**src/rtl/qsw_pkg.sv**
```systemverilog
package qsw_pkg;

  // Clamp a configured-queue count to the number of physical queues.
  function automatic int clamp_count(int count, int max_q);
    return (count > max_q) ? max_q : count;
  endfunction

  // Number of words holding at least one configured queue.
  function automatic int words_in_use(int count, int max_q, int wbits);
    int c;
    c = clamp_count(count, max_q);
    return (c + wbits - 1) / wbits;
  endfunction

  // True when queue number q lies inside the configured range.
  function automatic logic queue_live(int q, int count, int max_q);
    return q < clamp_count(count, max_q);
  endfunction

endpackage

```
**src/rtl/qsw_mode_latch.sv**
```systemverilog
module qsw_mode_latch (
  input  logic clk,
  input  logic rst_n,
  input  logic mode_pin,
  output logic direct_o
);
  always_ff @(posedge clk) begin
    if (!rst_n) direct_o <= !mode_pin;
  end
endmodule

```
**src/rtl/qsw_word_select.sv**
```systemverilog
module qsw_word_select #(
  parameter int MAX_Q = 128,
  parameter int WBITS = 8,
  parameter int IDX_W = 4,
  parameter int CNT_W = 8
) (
  input  logic             clk,
  input  logic             rst_n,
  input  logic             enable,
  input  logic             strobe,
  input  logic [IDX_W-1:0] idx,
  input  logic [CNT_W-1:0] count,
  output logic [IDX_W-1:0] word_sel_o,
  output logic             accept_o
);
  import qsw_pkg::*;

  logic in_range;

  always_comb begin
    in_range = int'(idx) < words_in_use(int'(count), MAX_Q, WBITS);
    accept_o = enable && strobe && in_range;
  end

  always_ff @(posedge clk) begin
    if (!rst_n)        word_sel_o <= '0;
    else if (accept_o) word_sel_o <= idx;
  end
endmodule

```
**src/rtl/qsw_word_mux.sv**
```systemverilog
module qsw_word_mux #(
  parameter int MAX_Q = 128,
  parameter int WBITS = 8,
  parameter int IDX_W = 4,
  parameter int CNT_W = 8
) (
  input  logic [IDX_W-1:0] word_sel,
  input  logic [MAX_Q-1:0] status,
  input  logic [CNT_W-1:0] count,
  output logic [WBITS-1:0] word_o
);
  import qsw_pkg::*;

  logic [WBITS-1:0] slice;

  assign slice = status[int'(word_sel)*WBITS +: WBITS];

  for (genvar i = 0; i < WBITS; i++) begin : g_bit
    logic live;
    assign live      = queue_live(int'(word_sel)*WBITS + i, int'(count), MAX_Q);
    assign word_o[i] = live ? slice[i] : 1'b1;
  end
endmodule

```
**src/rtl/qstat_word_bus.sv**
```systemverilog
module qstat_word_bus #(
  parameter int MAX_QUEUES = 128,
  parameter int WORD_BITS  = 8,
  parameter int ADDR_W     = 8,
  parameter int CNT_W      = $clog2(MAX_QUEUES + 1)
) (
  input  logic                  clk,
  input  logic                  rst_n,
  input  logic                  mode_sel,
  input  logic [MAX_QUEUES-1:0] q_afull_n,
  input  logic [ADDR_W-1:0]     wr_addr,
  input  logic                  flag_strobe,
  input  logic [CNT_W-1:0]      queue_count,
  output logic [WORD_BITS-1:0]  status_bus
);
  localparam int NUM_WORDS = MAX_QUEUES / WORD_BITS;
  localparam int IDX_W     = (NUM_WORDS > 1) ? $clog2(NUM_WORDS) : 1;

  // Internal events brought out by name for the checker
  logic                 direct_q;
  logic                 sel_accept;
  logic [IDX_W-1:0]     word_sel;
  logic [WORD_BITS-1:0] word_live;
  logic                 unused_addr_hi;

  assign unused_addr_hi = ^wr_addr[ADDR_W-1:IDX_W];

  qsw_mode_latch u_mode (
    .clk      (clk),
    .rst_n    (rst_n),
    .mode_pin (mode_sel),
    .direct_o (direct_q)
  );

  qsw_word_select #(
    .MAX_Q (MAX_QUEUES), .WBITS (WORD_BITS), .IDX_W (IDX_W), .CNT_W (CNT_W)
  ) u_sel (
    .clk        (clk),
    .rst_n      (rst_n),
    .enable     (direct_q),
    .strobe     (flag_strobe),
    .idx        (wr_addr[IDX_W-1:0]),
    .count      (queue_count),
    .word_sel_o (word_sel),
    .accept_o   (sel_accept)
  );

  qsw_word_mux #(
    .MAX_Q (MAX_QUEUES), .WBITS (WORD_BITS), .IDX_W (IDX_W), .CNT_W (CNT_W)
  ) u_mux (
    .word_sel (word_sel),
    .status   (q_afull_n),
    .count    (queue_count),
    .word_o   (word_live)
  );

  always_ff @(posedge clk) begin
    if (!rst_n)         status_bus <= '1;
    else if (!direct_q) status_bus <= '1;
    else                status_bus <= word_live;
  end
endmodule

```
**config.mk**
```make
export PLATFORM = sky130hd
export DESIGN_NAME = qstat_word_bus
export DESIGN_NICKNAME = d
export VERILOG_FILES = /design/src/rtl/qsw_pkg.sv /design/src/rtl/qsw_mode_latch.sv /design/src/rtl/qsw_word_select.sv /design/src/rtl/qsw_word_mux.sv /design/src/rtl/qstat_word_bus.sv
export SDC_FILE = /design/constraint.sdc
export NUM_CORES = 1
export LEC_CHECK = 0
export BUFFER_PORTS_ARGS = -buffer_cell sky130_fd_sc_hd__buf_2
export CORE_ASPECT_RATIO = 0.7
export CORE_MARGIN = 5
export CORE_UTILIZATION = 30
export DETAILED_ROUTE_END_ITERATION = 7
export GPL_TIMING_DRIVEN = 0
export PLACE_DENSITY_LB_ADDON = 0.3
export SLEW_MARGIN = 20
export SYNTH_ARGS = -nofsm -noshare
export SYNTH_HDL_FRONTEND = slang
export SYNTH_SLANG_ARGS = --single-unit
```
**constraint.sdc**
```tcl
create_clock -name clk -period 4 [get_ports clk]
set_input_delay 0.2 -clock clk [delete_from_list [all_inputs] [get_ports clk]]
set_output_delay 0.2 -clock clk [all_outputs]
set_load 0.05 [all_outputs]
```
==> flow_metrics.py <==
metrics = {
    "run_status": {
        "status": "finished, final reports clean",
    },
    "synth": {
        "synth_xor_area_share_pct": 1.45,
        "muxShareOfSynthArea_pct": 48.2,
        "syn_area_per_cell_um2": 11.7,
        "async_reset_ff_share_pct": 0,
        "syn_area_mm2": 0.00182,
        "synth-seq-area-share_pct": 14.9,
        "synth_cell_types": 45,
        "synth_top_family_by_area": "multiplexers",
        "synth_edf_count": 1,
        "ys.flop_type": "dfxtp_1",
        "yosys.area_share.simple_pct": 13.5,
        "yosysWarningCount": 0,
        "ys_ff_latch": 13,
        "synth_cells": 155,
        "synth_compound_area_share_pct": 11.7,
        "syn-num-nets": 310,
        "synthAdderAreaFrac_pct": 4.82,
    },
    "critical_path": {
        "crit_buf_inv": 2,
        "worstPathMaxFanout": 10,
        "endpoint_kind": "flop",
        "worst-path-stages": 8,
        "cp.required_ns": 4.14,
        "start_kind": "input pin",
        "rr_worst_depth": 5,
        "critical_path_class": "in2reg",
        "cpLargestDelayFamily": "compound AO/OA/AOI/OAI gates",
        "r2r_start": "u_sel.word_sel_o[2]",
        "slowest_stage": "o21ai_0",
        "crit_chain": "buf_2, clkbuf_1, nand2b_1, ha_1, nor2b_1, o21ai_0, o2111ai_1, a311o_1",
        "crit_arrival_ns": 2.30,
        "crit_start": "queue_count[7]",
        "cpPeakStageDelay_ns": 0.48,
    },
    "global_route": {
        "gr-total-overflow": 0,
        "grt_max_degree": 11,
        "antenna_found_initial": 0,
        "grt_pass1_wl_um": 10400,
        "grt_pass1_vias": 2198,
        "grt_use_total_pct": 18.0,
    },
    "final_layout": {
        "design_area_mm2": 0.00271,
        "drive_gt1_share_pct": 59.2,
        "layout_common_cells": "153 x buf_2, 20 x mux4_2, 13 x nand2_1",
        "layout.nets": 465,
        "nFillCells": 580,
        "final_common_cell": "buf_2",
        "diodes": 0,
        "areaGrowthSynthToFinish_pct": 49.0,
    },
    "timing": {
        "rsz0062_at_grt": "no",
        "fin_skew_ns": 0.00560,
        "worst_pin_slew_ns": 0.719,
        "setup_violations": 0,
        "fin_crit_ns": 2.16,
        "drv_slew": 0,
        "fin_crit_sh_pct": 54.0,
        "tns_ns": 0,
        "hold_viol": 0,
        "slew_headroom_pct": 52.1,
        "fmax_mhz": 463,
    },
    "worst_hold_path": {
        "worstHoldPathType": "in2reg",
        "hp-start": "mode_sel",
        "whs_path_depth": 2,
    },
    "route": {
        "drt_pre_antenna_iters": 5,
        "drc": 0,
        "antenna_left": 0,
        "via_per_inst": 5.19,
        "drtIter0Drc": 67,
        "wl_um": 6810,
        "via_count": 1994,
        "wl_per_cell_um": 17.7,
    },
    "floorplanning": {
        "io_pins": 156,
        "dieArea_mm2": 0.00774,
        "start_util_pct": 31.3,
        "row_count": 23,
        "die_x_um": 103,
        "die_h_um": 75.1,
        "core_mm2": 0.00581,
    },
    "clocking": {
        "clock_sinks": 13,
        "cts_buffer_depth": 2,
        "clk_pin_slew_ns": 0.07,
        "cts_tree": "yes",
        "cts-root-buf": "clkbuf_8",
        "cts_resized": 0,
        "cts_hold_buf": 0,
        "cts_made_buffers": 3,
        "clk_latency_ns": 0.25,
        "cts-htree-levels": 1,
        "post-cts-setup-buffer-count": 0,
    },
    "pwr": {
        "vdd_drop_max_mv": 0.123,
        "powerDensity_mw_per_mm2": 211,
        "leakagePower_nw": 1.24,
    },
    "placement": {
        "hpwl_um": 5910,
        "gp_congestion": 0.779,
        "placed_cell_area_mm2": 0.00266,
        "portBuffers": 150,
    },
    "flow_run": {
        "max_cap_violations": 0,
    },
}
-- metrics by stage --
step | hold slack (ns) | util (%) | power, mW | setup slack (ns) | std cells
global route | 0.188 | 46.6 | 0.616 | 1.70 | 384
finish | 0.182 | 46.6 | 0.573 | 1.84 | 384
floorplan | 0.331 | - | 0.335 | 2.14 | 155
detailed placement | 0.451 | 45.8 | 0.452 | 1.61 | 380
global placement | 0.454 | 45.8 | 0.447 | 1.62 | 380
CTS | 0.187 | 46.6 | 0.579 | 1.86 | 384
-- logic make-up after synthesis --
family | after synthesis
muxes | 43
and+or+nand+nor | 45
xor gates and xnor gates | 3
DFF | 13
buffers and inverters | 16
AOI/OAI and AO/OA | 28
adders and majority gates | 7
-- report_power, final --
group	leakage, nW	internal, mW	switching [mW]	total, mW
logic	1.10	0.158	0.139	0.297
registers	0.108	0.143	0.00608	0.149
clock network	0.0255	0.0691	0.0573	0.126
total	1.24	0.370	0.203	0.573
-- registers in the layout, summed over array words and instances, names as in the netlist --
| register | count |
|---|---|
| status_bus | 8 |
| u_sel.word_sel_o | 4 |
| u_mode.direct_o | 1 |
-- worst paths after layout --
| check | endpoint | slack (ns) |
|---|---|---|
| worst max-delay path | status_bus[4] | 1.84 |
| worst min register to register | status_bus[2] | 0.80 |
| worst min-delay path | u_mode.direct_o | 0.18 |
| worst max register to register | status_bus[4] | 1.97 |
-- area by class of cell --
| cell class | count | area (um2) | share of cell area [%] |
|---|---|---|---|
| multi-input combinational | 126 | 1450 | 53.5 |
| timing repair buffer | 150 | 751 | 27.7 |
| sequential | 13 | 270 | 9.98 |
| tap | 75 | 93.8 | 3.46 |
| buffer | 14 | 91.3 | 3.37 |
| clock buffer | 3 | 41.3 | 1.52 |
| inverter | 2 | 7.51 | 0.277 |
| clock inverter | 1 | 5.00 | 0.185 |
-- routing by layer --
metal | GRT usage (%) | share of wire (%) | up-vias
met1 | 22.2 | 42 | 929
li1 | - | - | 967
met5 | 0 | 0 | -
met2 | 33.3 | 49 | 96
met3 | 4.26 | 9.1 | 2
met4 | 2.16 | 0.26 | 0
-- synthesized netlist by cell type, types with 2 or more instances --
master      n  area (um2)
nor3_1      2        10.0
dfxtp_1    12         240
o211ai_1    2        15.0
and3_1      3        18.8
mux2i_1    10         100
nor2_1      6        22.5
xor2_1      2        17.5
buf_1       2        7.51
nand2b_1    7        43.8
nand2_1    13        48.8
buf_6       2        22.5
mux4_1     12         315
o21bai_1    3        22.5
ha_1        7        87.6
nor2b_1     2        12.5
buf_2       3        15.0
nand3_1     3        15.0
o21ai_0     3        15.0
clkbuf_1    5        18.8
and3b_1     2        17.5
mux4_2     20         450
o2111ai_1   7        61.3
a21oi_1     4        20.0
inv_1       2        7.51
Note: power is estimated with default switching activity, not from simulation.
